### src/rtl/rom_bank_mapper_pkg.sv
package rom_bank_mapper_pkg;

  typedef enum logic [3:0] {
    SEL_CHR2K_0 = 4'd0,
    SEL_CHR2K_1 = 4'd1,
    SEL_CHR1K_0 = 4'd2,
    SEL_CHR1K_1 = 4'd3,
    SEL_CHR1K_2 = 4'd4,
    SEL_CHR1K_3 = 4'd5,
    SEL_PRG_A   = 4'd6,
    SEL_PRG_B   = 4'd7,
    SEL_MODE    = 4'd8
  } map_sel_e;

  localparam int unsigned NUM_CHR_REGS = 6;

  typedef struct packed {
    logic chr_swap;
    logic prg_swap;
  } map_mode_t;

endpackage

### src/rtl/mapper_bank_regs.sv
module mapper_bank_regs
  import rom_bank_mapper_pkg::*;
#(
  parameter int unsigned PRG_BANK_W = 5,
  parameter int unsigned CHR_BANK_W = 8,
  parameter int unsigned DATA_W     = 8
) (
  input  logic                                    clk,
  input  logic                                    rst_n,
  input  logic                                    we,
  input  logic [3:0]                              sel,
  input  logic [DATA_W-1:0]                       wdata,
  output logic [PRG_BANK_W-1:0]                   prg_a,
  output logic [PRG_BANK_W-1:0]                   prg_b,
  output logic [NUM_CHR_REGS-1:0][CHR_BANK_W-1:0] chr_bank,
  output map_mode_t                               mode
);

  logic [PRG_BANK_W-1:0] prg_a_q, prg_b_q, prg_a_d, prg_b_d;
  logic                  prg_a_en, prg_b_en, mode_en;
  map_mode_t             mode_q, mode_d;
  logic [NUM_CHR_REGS-1:0] chr_en;
  logic [NUM_CHR_REGS-1:0][CHR_BANK_W-1:0] chr_q;

  // Write decode and next-state values.
  always_comb begin
    prg_a_en = we && (sel == SEL_PRG_A);
    prg_b_en = we && (sel == SEL_PRG_B);
    mode_en  = we && (sel == SEL_MODE);
    prg_a_d  = wdata[PRG_BANK_W-1:0];
    prg_b_d  = wdata[PRG_BANK_W-1:0];
    mode_d   = map_mode_t'(wdata[1:0]);
  end

  always_ff @(posedge clk or negedge rst_n) begin
    if (!rst_n) begin
      prg_a_q <= '0;
    end else if (prg_a_en) begin
      prg_a_q <= prg_a_d;
    end
  end

  always_ff @(posedge clk or negedge rst_n) begin
    if (!rst_n) begin
      prg_b_q <= '0;
    end else if (prg_b_en) begin
      prg_b_q <= prg_b_d;
    end
  end

  always_ff @(posedge clk or negedge rst_n) begin
    if (!rst_n) begin
      mode_q <= '0;
    end else if (mode_en) begin
      mode_q <= mode_d;
    end
  end

  for (genvar i = 0; i < NUM_CHR_REGS; i++) begin : g_chr
    logic [CHR_BANK_W-1:0] chr_d;
    always_comb begin
      chr_en[i] = we && (sel == 4'(i));
      chr_d     = wdata[CHR_BANK_W-1:0];
    end
    always_ff @(posedge clk or negedge rst_n) begin
      if (!rst_n) begin
        chr_q[i] <= '0;
      end else if (chr_en[i]) begin
        chr_q[i] <= chr_d;
      end
    end
  end

  assign prg_a    = prg_a_q;
  assign prg_b    = prg_b_q;
  assign chr_bank = chr_q;
  assign mode     = mode_q;

  // a write to bank A lands on the next cycle
  assert_write_prg_a_R10: assert property (@(posedge clk) disable iff (!rst_n)
    (we && sel == 4'd6) |=> (prg_a == $past(wdata[PRG_BANK_W-1:0])));

  // unselected or strobe-less cycles keep the mode
  assert_mode_hold_R10: assert property (@(posedge clk) disable iff (!rst_n)
    !(we && sel == 4'd8) |=> $stable(mode));

  // at most one register is written per cycle
  assert_one_target_R10: assert property (@(posedge clk) disable iff (!rst_n)
    $onehot0({chr_en, prg_a_en, prg_b_en, mode_en}));

endmodule

### src/rtl/mapper_prg_xlate.sv
module mapper_prg_xlate #(
  parameter int unsigned PRG_BANK_W = 5
) (
  input  logic [1:0]             window,
  input  logic [12:0]            offset,
  input  logic [PRG_BANK_W-1:0]  bank_a,
  input  logic [PRG_BANK_W-1:0]  bank_b,
  input  logic [PRG_BANK_W:0]    bank_count,
  input  logic                   swap,
  output logic [PRG_BANK_W+12:0] rom_addr
);

  localparam int unsigned CNT_W = PRG_BANK_W + 1;

  logic [CNT_W-1:0]      last_full, second_full;
  logic [PRG_BANK_W-1:0] wrap_mask, last_bank, second_bank, raw_bank, bank;

  always_comb begin
    last_full   = bank_count - CNT_W'(1);
    second_full = bank_count - CNT_W'(2);
    wrap_mask   = last_full[PRG_BANK_W-1:0];
    last_bank   = last_full[PRG_BANK_W-1:0];
    second_bank = second_full[PRG_BANK_W-1:0];
    unique case (window)
      2'd0:    raw_bank = swap ? second_bank : bank_a;
      2'd1:    raw_bank = bank_b;
      2'd2:    raw_bank = swap ? bank_a : second_bank;
      default: raw_bank = last_bank;
    endcase
    bank     = raw_bank & wrap_mask;
    rom_addr = {bank, offset};
  end

endmodule

### src/rtl/mapper_chr_xlate.sv
module mapper_chr_xlate
  import rom_bank_mapper_pkg::*;
#(
  parameter int unsigned CHR_BANK_W = 8
) (
  input  logic [12:0]                             addr,
  input  logic [NUM_CHR_REGS-1:0][CHR_BANK_W-1:0] chr_bank,
  input  logic                                    swap,
  output logic [CHR_BANK_W+9:0]                   rom_addr
);

  logic                  in_1k_half;
  logic [CHR_BANK_W-1:0] reg_2k, bank_2k, bank_1k, bank;

  always_comb begin
    in_1k_half = addr[12] ^ swap;
    reg_2k     = chr_bank[addr[11]];
    bank_2k    = (reg_2k & ~CHR_BANK_W'(1)) | CHR_BANK_W'(addr[10]);
    bank_1k    = chr_bank[3'd2 + {1'b0, addr[11:10]}];
    bank       = in_1k_half ? bank_1k : bank_2k;
    rom_addr   = {bank, addr[9:0]};
  end

endmodule

### src/rtl/rom_bank_mapper.sv
module rom_bank_mapper
  import rom_bank_mapper_pkg::*;
#(
  parameter int unsigned PRG_BANK_W = 5,
  parameter int unsigned CHR_BANK_W = 8,
  parameter int unsigned DATA_W     = 8
) (
  input  logic                   clk,
  input  logic                   rst_n,
  input  logic                   reg_we,
  input  logic [3:0]             reg_sel,
  input  logic [DATA_W-1:0]      reg_wdata,
  input  logic [PRG_BANK_W:0]    prg_bank_count,
  input  logic [15:0]            cpu_addr,
  input  logic [12:0]            ppu_addr,
  output logic                   prg_rom_sel,
  output logic [PRG_BANK_W+12:0] prg_rom_addr,
  output logic [CHR_BANK_W+9:0]  chr_rom_addr
);

  localparam int unsigned PRG_AW = PRG_BANK_W + 13;

  logic rst_meta, rst_sync_n;

  // Reset asserts at once, releases after two clock edges.
  always_ff @(posedge clk or negedge rst_n) begin
    if (!rst_n) begin
      rst_meta   <= 1'b0;
      rst_sync_n <= 1'b0;
    end else begin
      rst_meta   <= 1'b1;
      rst_sync_n <= rst_meta;
    end
  end

  logic [PRG_BANK_W-1:0]                   prg_a, prg_b;
  logic [NUM_CHR_REGS-1:0][CHR_BANK_W-1:0] chr_bank;
  map_mode_t                               mode;

  mapper_bank_regs #(
    .PRG_BANK_W(PRG_BANK_W),
    .CHR_BANK_W(CHR_BANK_W),
    .DATA_W    (DATA_W)
  ) u_regs (
    .clk     (clk),
    .rst_n   (rst_sync_n),
    .we      (reg_we),
    .sel     (reg_sel),
    .wdata   (reg_wdata),
    .prg_a   (prg_a),
    .prg_b   (prg_b),
    .chr_bank(chr_bank),
    .mode    (mode)
  );

  mapper_prg_xlate #(.PRG_BANK_W(PRG_BANK_W)) u_prg (
    .window    (cpu_addr[14:13]),
    .offset    (cpu_addr[12:0]),
    .bank_a    (prg_a),
    .bank_b    (prg_b),
    .bank_count(prg_bank_count),
    .swap      (mode.prg_swap),
    .rom_addr  (prg_rom_addr)
  );

  mapper_chr_xlate #(.CHR_BANK_W(CHR_BANK_W)) u_chr (
    .addr    (ppu_addr),
    .chr_bank(chr_bank),
    .swap    (mode.chr_swap),
    .rom_addr(chr_rom_addr)
  );

  assign prg_rom_sel = cpu_addr[15];

  // top window pinned to the final bank
  assert_last_window_R2: assert property (@(posedge clk) disable iff (!rst_sync_n)
    (cpu_addr[14:13] == 2'd3) |->
      ({1'b0, prg_rom_addr[PRG_AW-1:13]} == prg_bank_count - 1'b1));

  // translated bank never exceeds the count
  assert_bank_in_range_R5: assert property (@(posedge clk) disable iff (!rst_sync_n)
    ({1'b0, prg_rom_addr[PRG_AW-1:13]} < prg_bank_count));

  // window 1 follows bank B in both modes
  assert_window1_R4: assert property (@(posedge clk) disable iff (!rst_sync_n)
    (cpu_addr[14:13] == 2'd1) |->
      (prg_rom_addr[PRG_AW-1:13] == (prg_b & PRG_BANK_W'(prg_bank_count - 1'b1))));

  // in-bank offsets pass straight through
  assert_offset_pass_R9: assert property (@(posedge clk) disable iff (!rst_sync_n)
    (prg_rom_addr[12:0] == cpu_addr[12:0]) && (chr_rom_addr[9:0] == ppu_addr[9:0]));

  // inside the 2 KB half, address bit 10 is the low bank bit
  assert_2k_half_R8: assert property (@(posedge clk) disable iff (!rst_sync_n)
    (ppu_addr[12] == mode.chr_swap) |-> (chr_rom_addr[10] == ppu_addr[10]));

endmodule

### config.mk
export PLATFORM = sky130hd
export DESIGN_NAME = rom_bank_mapper
export DESIGN_NICKNAME = d
export VERILOG_FILES = /design/src/rtl/rom_bank_mapper_pkg.sv /design/src/rtl/mapper_bank_regs.sv /design/src/rtl/mapper_prg_xlate.sv /design/src/rtl/mapper_chr_xlate.sv /design/src/rtl/rom_bank_mapper.sv
export SDC_FILE = /design/constraint.sdc
export NUM_CORES = 1
export LEC_CHECK = 0
export BUFFER_PORTS_ARGS = -buffer_cell sky130_fd_sc_hd__buf_2
export CORE_MARGIN = 2
export CORE_UTILIZATION = 52
export DETAILED_ROUTE_END_ITERATION = 10
export GPL_TIMING_DRIVEN = 0
export PLACE_DENSITY = 0.76
export SYNTH_ARGS = -nofsm -noshare
export SYNTH_HDL_FRONTEND = slang
export SYNTH_SLANG_ARGS = --single-unit
export TNS_END_PERCENT = 30
### constraint.sdc
create_clock -name clk -period 2.5 [get_ports clk]
set_clock_uncertainty 0.15 [all_clocks]
set_input_delay 0.5 -clock clk [delete_from_list [all_inputs] [get_ports clk]]
set_output_delay 0.5 -clock clk [all_outputs]
set_load 0.01 [all_outputs]
==> impl_metrics.py, run 1 <==
metrics = {
    "run_status": {
        "outcome": "finished clean",
    },
    "synth": {
        "synth_top_flop_cell": "dfrtp_1",
        "muxShareOfSynthArea": 0.3070,
        "synth_top_family_by_area": "multiplexers",
        "yosys_warnings": 0,
        "synthAdderAreaFrac": 0.01198,
        "synth-compound-area-share": 0.04391,
        "synth_cell_type_count": 36,
        "avgSynthCellArea_um2": 13.39,
        "netlist_instances": 234,
        "synth_seq_cells": 60,
        "syn_area_mm2": 0.003134,
        "synthSimpleGateAreaFrac": 0.06587,
        "synth_edf_count": 0,
        "synth_top_area_cell": "dfrtp_1",
        "synthesis.nets": 287,
        "ys_seq_area_frac": 0.4790,
        "synth-async-reset-ratio": 1.000,
        "yosys-top-cells-area": "dfrtp_1 48%, mux2_2 18%, buf_4 6.2%, mux4_2 5.0%, mux2_4 3.8%",
        "synthXorXnorAreaFrac": 0.01397,
        "synth_top_cell_area_share": 0.4790,
    },
    "timing": {
        "whs_ns": 0.04023,
        "relSlewSlack": 0.6459,
        "finalCritPeriodShare": 0.9343,
        "setup_viol": 0,
        "hold_viol_final": 0,
        "worstMarginPinSlew_ns": 0.5306,
        "maxSlewViolCount": 0,
        "fin_crit_ns": 2.336,
        "fin_setup_tns_ns": 0,
        "rsz0062_at_grt": "no",
        "fmax_mhz": 428.1,
    },
    "power": {
        "total_power_mw": 2.870,
        "p_per_area_mw_per_mm2": 758.9,
        "peakVddDrop_mv": 0.4582,
        "seq_power_share": 0.460,
        "p_clk_frac": 0.305,
        "combPwrFrac": 0.235,
        "netSwitchingPower_uw": 771.1,
        "p_sw_frac": 0.2687,
        "internal-power_mw": 2.098,
        "p_leak_nw": 1.846,
    },
    "grt": {
        "grt_usage": 0.2012,
        "grt_pass1_wl_um": 9804,
        "antenna_found_initial": 0,
        "grt-ovfl-total": 0,
        "grt_start_max_net_pins": 43,
        "grt_pass1_vias": 1983,
    },
    "route": {
        "num_vias": 2066,
        "dr.pass1.iters": 4,
        "drt_wl_total_um": 6107,
        "dr.first_iter.drc_count": 148,
        "ant_nets": 0,
        "routedWlPerCell_um": 15.90,
        "vias_per_cell": 5.380,
        "drc_errors": 0,
    },
    "cts": {
        "root_buffer": "clkbuf_8",
        "worst_skew_pair.late_latency_ns": 0.33,
        "clkTransAtPathRegs_ns": 0.07,
        "numCtsBuffers": 9,
        "htree_levels": 3,
        "tritoncts": "built",
        "postCtsSetupBuffers": 0,
        "clockBufferDepth": 2,
        "cts.sinks": 60,
    },
    "critical_path": {
        "cp-start-kind": "flop",
        "rrSetupSlack_ns": 1.48,
        "reg2reg_depth": 1,
        "required_ns": 1.85,
        "path_max_fanout": 10,
        "r2r_start": "u_regs.mode[0]$_DFFE_PN0P_",
        "worstSetupPathType": "flop to output pin",
        "r2r-end": "u_regs.mode[0]$_DFFE_PN0P_",
        "critical_path_arrival_ns": 1.69,
        "endpoint_kind": "output pin",
    },
    "floorplanning": {
        "initial_core_util": 0.5325,
        "die_x_um": 81.64,
        "ioPinCount": 87,
        "dieArea_mm2": 0.006664,
        "coreArea_mm2": 0.005886,
        "row_count": 28,
        "die_height_um": 81.64,
    },
    "finish": {
        "fin_area_mm2": 0.003781,
        "fin_nets": 357,
        "diodes": 0,
        "fin_util": 0.6424,
        "drive_above_1_share": 0.5858,
        "areaGrowthSynthToFinish_pct": 20.64,
    },
    "placed_design": {
        "place.gp.congestion": 0.7307,
        "io_buffer_count": 57,
        "hpwlAfterDp_um": 4185,
        "place_area_mm2": 0.003535,
    },
    "job": {
        "maxCapViolations": 0,
    },
    "min_path": {
        "hp-class": "flop to asynchronous set/reset pin",
    },
}
## cell usage after synthesis (all sizes together) (4+ instances only)
cell	count
dfrtp	60
mux2	59
buf	30
mux2i	11
nand2	10
o21ai	8
mux4	7
inv	5
nor2	5
nor3b	4
## layout make-up
| class | instances | area [um2] |
|---|---|---|
| clock buffers | 11 | 151.4 |
| repair buffers | 59 | 315.3 |
| plain buffers | 32 | 226.5 |
| fillers | 442 | 2105 |
| inverters | 5 | 18.77 |
| flip-flops and latches | 60 | 1503 |
| clock inverters | 5 | 50.05 |
| well taps | 75 | 93.84 |
| multi-input cells | 137 | 1423 |
## through the flow
stage          std cells  setup WS (ns)
3_3_place_gp         366        -0.1420
2_1_floorplan        234         0.4071
5_1_grt              384       0.006718
4_1_cts              384        0.05362
6_report             384         0.1641
3_5_place_dp         367        -0.1614
## cells by family (layout without fill, tap and decap cells)
kind of cell | after synthesis | in the layout
mux | 77 | 77
compound gates | 21 | 21
other cells | 1 | 1
simple gates | 30 | 30
fa+ha+maj | 3 | 3
buf+inv | 37 | 112
flops | 60 | 60
xor+xnor | 5 | 5
## worst max-delay path by stage
stage / from / endpoint / slack [ns] / cells after the start
5_1_grt: u_regs.mode[1]$_DFFE_PN0P_ / chr_rom_addr[12] / 0.007 / 5
2_1_floorplan: ppu_addr[10] / chr_rom_addr[11] / 0.41 / 4
6_report: u_regs.mode[1]$_DFFE_PN0P_ / chr_rom_addr[12] / 0.16 / 5
3_3_place_gp: ppu_addr[12] / chr_rom_addr[12] / -0.14 / 6
4_1_cts: u_regs.mode[1]$_DFFE_PN0P_ / chr_rom_addr[12] / 0.05 / 5
3_5_place_dp: ppu_addr[12] / chr_rom_addr[13] / -0.16 / 6
## sequential cells by signal, summed over array words and instances (netlist names)
register,cells
u_regs.chr_bank,46
rst_sync_n,1
u_regs.prg_b,5
rst_meta,1
u_regs.mode,2
u_regs.prg_a,5
## critical path, cell delays in order, from the launching register on
cell and delay [ns]:
dfrtp_1 0.44, xor2_4 0.29, clkbuf_4 0.28, nand2_1 0.06, o21ai_0 0.10, buf_2 0.18
## metal layers
layer / share of wire / GRT usage / vias to the layer above
li1: - / - / 967
met1: 0.45 / 0.2715 / 1021
met2: 0.48 / 0.3148 / 68
met3: 0.059 / 0.04176 / 10
met4: 0.017 / 0.09167 / 0
met5: 0 / 0 / -
## power by group through the flow
stage	Clock (mW)	Sequential [mW]	Combinational [mW]
after floorplan	0	1.30	0.486
after global placement	0	1.33	0.634
after detailed placement	0	1.33	0.671
after CTS	0.892	1.32	0.682
after global routing	0.938	1.35	0.749
final	0.874	1.32	0.675
## cells in the final DEF (no fill, tap or decap), types with 2 or more instances in the layout
cell type	count
a211oi_1	3
mux4_2	7
clkinv_2	4
nand2_1	10
o21ai_0	8
nor2_1	5
a21oi_1	2
mux2_4	8
ha_1	3
nor3_1	2
a21o_1	2
dfrtp_1	59
clkbuf_8	11
a222oi_1	2
nor3b_2	3
mux2_2	51
nand3b_2	2
mux2i_1	11
buf_4	26
buf_2	61
inv_1	5
xnor2_1	2
## timing repair
item | 4_1_cts | 5_1_grt
hold buffers | 1 | 0
pin swaps | 0 | 1
setup endpoints to repair | 8 | 6
hold endpoints to repair | 2 | 0
resized for setup | 3 | 4
Power figures use the tool's default switching activity.
==> inputs of run 2 (changes only) <==
- BUFFER_PORTS_ARGS: -buffer_cell sky130_fd_sc_hd__buf_2 -> default
- CORE_UTILIZATION: 52 -> 55
- DONT_BUFFER_PORTS: default -> 1
- PLACE_DENSITY: 0.76 -> 0.67
- SETUP_SLACK_MARGIN: default -> 0.5
==> run 2 against run 1 <==
  * Worst setup slack improved by 0.16 ns
  * Non-clock buffer count fell by 55
  * Sequential share of layout area rose by 2.9 points
  * Power fell by 5.9%
  * Critical path depth fell by 2
  * Register-to-register slack got worse by 0.03 ns
  * Largest cell class unchanged
  * Final cell count fell by 15%
  * Utilization fell by 0.26 points
==> impl_metrics.py, run 2 (synthesized netlist as in run 1, its figures left out) <==
metrics = {
    "run_status": {
        "outcome": "finished clean",
    },
    "timing": {
        "hold_viol_final": 0,
        "whs_ns": 0.1451,
        "relSlewSlack": 0.5758,
        "rsz0062_at_grt": "yes",
        "fin_crit_ns": 2.177,
        "fmax_mhz": 459.4,
        "maxSlewViolCount": 0,
        "finalCritPeriodShare": 0.8707,
        "worstMarginPinSlew_ns": 0.6363,
        "setup_viol": 0,
    },
    "critical_path": {
        "worstSetupPathType": "flop to output pin",
        "crit_path_start": "u_regs.mode[0]$_DFFE_PN0P_",
        "required_ns": 1.85,
        "reg2reg_depth": 1,
        "path_max_fanout": 7,
        "critical_path_arrival_ns": 1.53,
        "endpoint_kind": "output pin",
        "r2r_start": "rst_sync_n$_DFF_PN0_",
        "cp-start-kind": "flop",
    },
    "power": {
        "p_per_area_mw_per_mm2": 766.0,
        "p_leak_nw": 1.613,
        "peakVddDrop_mv": 0.4657,
        "total_power_mw": 2.699,
    },
    "route": {
        "ant_nets": 0,
        "drt_wl_total_um": 6137,
        "vias_per_cell": 5.803,
        "num_vias": 1886,
        "wl_met1_um": 2881,
        "dr_wl_met2_um": 2830,
        "routedWlPerCell_um": 18.88,
        "dr.first_iter.drc_count": 152,
        "dr.pass1.iters": 4,
        "top_layer": "met4",
        "wl_met3_um": 310,
        "drc_errors": 0,
    },
    "cts": {
        "tritoncts": "built",
        "clkTransAtPathRegs_ns": 0.06,
        "numCtsBuffers": 9,
        "worst_skew_pair.late_latency_ns": 0.34,
        "root_buffer": "clkbuf_8",
        "cts.sinks": 60,
        "clockBufferDepth": 2,
        "htree_levels": 3,
    },
    "floorplanning": {
        "initial_core_util": 0.5692,
        "die_height_um": 79.49,
        "dieArea_mm2": 0.006319,
        "coreArea_mm2": 0.005507,
        "die_x_um": 79.49,
        "row_count": 27,
        "ioPinCount": 87,
    },
    "grt": {
        "grt-ovfl-total": 0,
        "grt_start_max_net_pins": 31,
        "grt_usage": 0.2073,
        "antenna_found_initial": 0,
        "grt_pass1_wl_um": 9501,
        "grt_pass1_vias": 1834,
    },
    "placed_design": {
        "hpwlAfterDp_um": 4196,
        "io_buffer_count": 0,
        "place.gp.congestion": 0.7271,
    },
    "finish": {
        "largest_register_ff_count": 46,
        "diodes": 0,
        "final_cell_mix": "58 x dfrtp_1, 51 x mux2_2, 29 x buf_4",
        "fin_nets": 302,
        "areaGrowthSynthToFinish_pct": 12.42,
        "nFillCells": 417,
        "fin_util": 0.6399,
        "layout_commonest_cell": "dfrtp_1",
        "drive_above_1_share": 0.5059,
    },
    "job": {
        "maxCapViolations": 0,
    },
    "min_path": {
        "hp-class": "flop to asynchronous set/reset pin",
    },
}
-- run 2: cell count changes in the layout (fill, tap and decap cells not counted), sizes merged --
cell,before,now
buf,88,33
clkbuf,13,15
bufinv,1,0
clkinv,4,2
-- run 2: layer usage --
layer | up-vias | track usage
met5 | - | 0
met4 | 0 | 0.08793
met3 | 11 | 0.05543
met2 | 55 | 0.3000
met1 | 972 | 0.2954
li1 | 848 | -
-- run 2: worst max-delay path, cell delays in order (launching register included) --
cell and delay, ns:
dfrtp_2 0.48, or4_1 0.49, o211ai_1 0.13, a211oi_2 0.08
-- run 2: worst paths after layout --
| check | to | slack [ns] |
|---|---|---|
| worst min register to register | u_regs.chr_bank[7]$_DFFE_PN0P_ | 0.15 |
| max in group asynchronous | u_regs.mode[0]$_DFFE_PN0P_ | 1.45 |
| worst min-delay path | u_regs.chr_bank[7]$_DFFE_PN0P_ | 0.15 |
| min in group clk | u_regs.chr_bank[39]$_DFFE_PN0P_ | 0.15 |
| worst max-delay path | prg_rom_addr[17] | 0.32 |
| worst max register to register | u_regs.mode[0]$_DFFE_PN0P_ | 1.45 |
-- run 2: final cells by class --
| class | instances | area (um2) | share of cell area |
|---|---|---|---|
| Sequential cell | 60 | 1504 | 0.4268 |
| Buffer | 32 | 241.5 | 0.06854 |
| Clock buffer | 13 | 158.9 | 0.04510 |
| Clock inverter | 2 | 10.01 | 0.002841 |
| Multi-Input combinational cell | 137 | 1455 | 0.4130 |
| Timing Repair Buffer | 4 | 45.04 | 0.01278 |
| Tap cell | 72 | 90.09 | 0.02557 |
| Inverter | 5 | 18.77 | 0.005327 |
-- run 2: repair_timing --
action                                  CTS  global route
hold endpoints to repair                  2             0
setup buffers                             2             0
pin swaps                                 3             4
gates resized for setup                  13             1
endpoints found under the setup margin   13            13
hold buffers                              1             0
-- run 2: through the flow --
stage / setup TNS [ns] / instance area [um2] / worst slack [ns] / std cells
6_report: 0 / 3523 / 0.3232 / 325
5_1_grt: 0 / 3523 / 0.2878 / 325
4_1_cts: 0 / 3518 / 0.3370 / 325
3_5_place_dp: -0.1926 / 3256 / -0.03967 / 307
3_3_place_gp: -7.029 / 3234 / -0.1226 / 306
2_1_floorplan: 0 / 3144 / 0.4829 / 234
-- run 2: where the power goes --
part           internal [mW]  switching (mW)  total [mW]
combinational          0.365           0.247       0.611
clock                  0.405           0.358       0.763
sequential              1.19           0.132        1.32
total                   1.96           0.737        2.70
==> inputs of run 3 (changes only) <==
- PLACE_DENSITY: 0.67 -> default
- PLACE_DENSITY_LB_ADDON: default -> 0.12
==> run 3 against run 2 <==
  * Clock power shrank 6.6%
  * Count of clock-buffer cells in the layout is the same
  * Sequential power is essentially flat
  * Non-clock buffer count grew 1
  * Worst setup slack gained 0.028 ns
  * First-iteration DRC count shrank 24%
  * Via count grew 1.8%
  * Register-to-register slack gained 0.02 ns
  * Critical endpoint unchanged
  * Largest power group unchanged
==> impl_metrics.py, run 3 (synthesized netlist as in run 1, its figures left out) <==
metrics = {
    "run_status": {
        "outcome": "finished clean",
    },
    "route": {
        "ant_nets": 0,
        "dr.first_iter.drc_count": 116,
        "routedWlPerCell_um": 19.56,
        "num_vias": 1920,
        "vias_per_cell": 5.926,
        "dr.pass1.iters": 4,
        "drc_errors": 0,
        "drt_wl_total_um": 6337,
    },
    "critical_path": {
        "path_max_fanout": 7,
        "required_ns": 1.85,
        "worstSetupPathType": "flop to output pin",
        "critical_path_arrival_ns": 1.50,
        "rrSetupSlack_ns": 1.47,
        "reg2reg_depth": 1,
        "r2r-end": "u_regs.mode[0]$_DFFE_PN0P_",
        "slowest_stage": "or4_1",
        "r2r_start": "rst_sync_n$_DFF_PN0_",
        "path_cells": "or4_1, o211ai_1, a211oi_2",
        "cp-start-kind": "flop",
        "slowest_delay_ns": 0.49,
        "endpoint_kind": "output pin",
    },
    "power": {
        "peakVddDrop_mv": 0.5397,
        "p_clk_frac": 0.263,
        "p_leak_nw": 1.622,
        "internal-power_mw": 1.953,
        "p_per_area_mw_per_mm2": 762.0,
        "p_sw_frac": 0.2796,
        "combPwrFrac": 0.247,
        "netSwitchingPower_uw": 758.2,
        "seq_power_share": 0.490,
    },
    "finish": {
        "fin_cells": 324,
        "nFillCells": 433,
        "fin_util": 0.6462,
        "fin_nets": 303,
        "drive_above_1_share": 0.5198,
        "areaGrowthSynthToFinish_pct": 13.53,
        "final_cell_mix": "58 x dfrtp_1, 51 x mux2_2, 28 x buf_4",
        "diodes": 0,
        "layout_commonest_cell": "dfrtp_1",
        "largest_register_ff_count": 46,
    },
    "grt": {
        "antenna_found_initial": 0,
        "grt_pass1_vias": 1938,
        "grt_pass1_wl_um": 10100,
        "grt_start_max_net_pins": 34,
        "grt_usage": 0.2165,
        "grt-ovfl-total": 0,
    },
    "cts": {
        "tritoncts": "built",
        "clkTransAtPathRegs_ns": 0.06,
        "root_buffer": "clkbuf_8",
        "numCtsBuffers": 9,
        "cts.sinks": 60,
        "clockBufferDepth": 2,
        "worst_skew_pair.late_latency_ns": 0.33,
        "htree_levels": 3,
    },
    "timing": {
        "finalCritPeriodShare": 0.8595,
        "hold_viol_final": 0,
        "rsz0062_at_grt": "yes",
        "setup_viol": 0,
        "worst_slack_ns": 0.3512,
        "fmax_mhz": 465.4,
        "fin_crit_ns": 2.149,
        "worstMarginPinSlew_ns": 0.5999,
        "maxSlewViolCount": 0,
        "relSlewSlack": 0.6001,
    },
    "floorplanning": {
        "die_height_um": 79.49,
        "row_count": 27,
        "ioPinCount": 87,
        "coreArea_mm2": 0.005507,
        "die_x_um": 79.49,
        "dieArea_mm2": 0.006319,
        "initial_core_util": 0.5692,
    },
    "placed_design": {
        "placed_cells": 307,
        "post-place-ws_ns": -0.1087,
        "place.gp.congestion": 0.7110,
        "io_buffer_count": 0,
        "hpwlAfterDp_um": 4112,
    },
    "job": {
        "maxCapViolations": 0,
    },
    "min_path": {
        "hp-class": "flop to asynchronous set/reset pin",
    },
}
[run 3: power groups by stage]
stage                     registers [mW]  logic, mW  clock network (mW)
after floorplan                     1.30      0.491                   0
after global placement              1.33      0.551                   0
after detailed placement            1.33      0.579                   0
after CTS                           1.33      0.674               0.720
after global routing                1.35      0.727               0.768
final                               1.33      0.669               0.713
[run 3: area by class of cell]
type / instances / area (um2) / area share
multi-input cells: 137 / 1493 / 0.4195
well taps: 72 / 90.09 / 0.02532
repair buffers: 5 / 58.81 / 0.01653
flip-flops and latches: 60 / 1504 / 0.4226
clock buffers: 13 / 148.9 / 0.04184
plain buffers: 32 / 245.2 / 0.06892
inverters: 5 / 18.77 / 0.005274
[run 3: worst max path at each step]
| stage | end | startpoint |
|---|---|---|
| 2_1_floorplan | chr_rom_addr[13] | ppu_addr[10] |
| 3_3_place_gp | u_regs.mode[1]$_DFFE_PN0P_ | rst_sync_n$_DFF_PN0_ |
| 3_5_place_dp | chr_rom_addr[14] | ppu_addr[12] |
| 4_1_cts | prg_rom_addr[17] | u_regs.mode[0]$_DFFE_PN0P_ |
| 5_1_grt | prg_rom_addr[17] | cpu_addr[13] |
| 6_report | prg_rom_addr[17] | u_regs.mode[0]$_DFFE_PN0P_ |
[run 3: worst max-delay path, delay by kind of cell (launching register included)]
| kind | cells | cell delay, ns |
|---|---|---|
| flops | 1 | 0.48 |
| simple gates | 1 | 0.49 |
| compound gates | 2 | 0.20 |
[run 3: what timing repair did]
action | 4_1_cts | 5_1_grt
gates cloned | 1 | 0
buffers inserted | 2 | 0
pin swaps | 6 | 2
endpoints found under the hold margin | 2 | 0
setup endpoints to repair | 13 | 13
resized for setup | 27 | 2
hold buffers | 1 | 0
[run 3: metrics by stage]
stage / power, mW / hold WS, ns / setup TNS, ns / area (um2)
after floorplan: 1.790 / 0.05441 / 0 / 3144
after global placement: 1.885 / 0.05445 / -5.821 / 3234
after detailed placement: 1.914 / 0.05445 / -0.6934 / 3256
after CTS: 2.720 / 0.1484 / 0 / 3553
after global routing: 2.850 / 0.1487 / 0 / 3558
final: 2.712 / 0.1305 / 0 / 3558
[run 3: routing by layer]
| metal | share of wire | track usage |
|---|---|---|
| met5 | 0 | 0 |
| met4 | 0.011 | 0.06207 |
| met3 | 0.056 | 0.06448 |
| met2 | 0.47 | 0.3277 |
| met1 | 0.46 | 0.3042 |
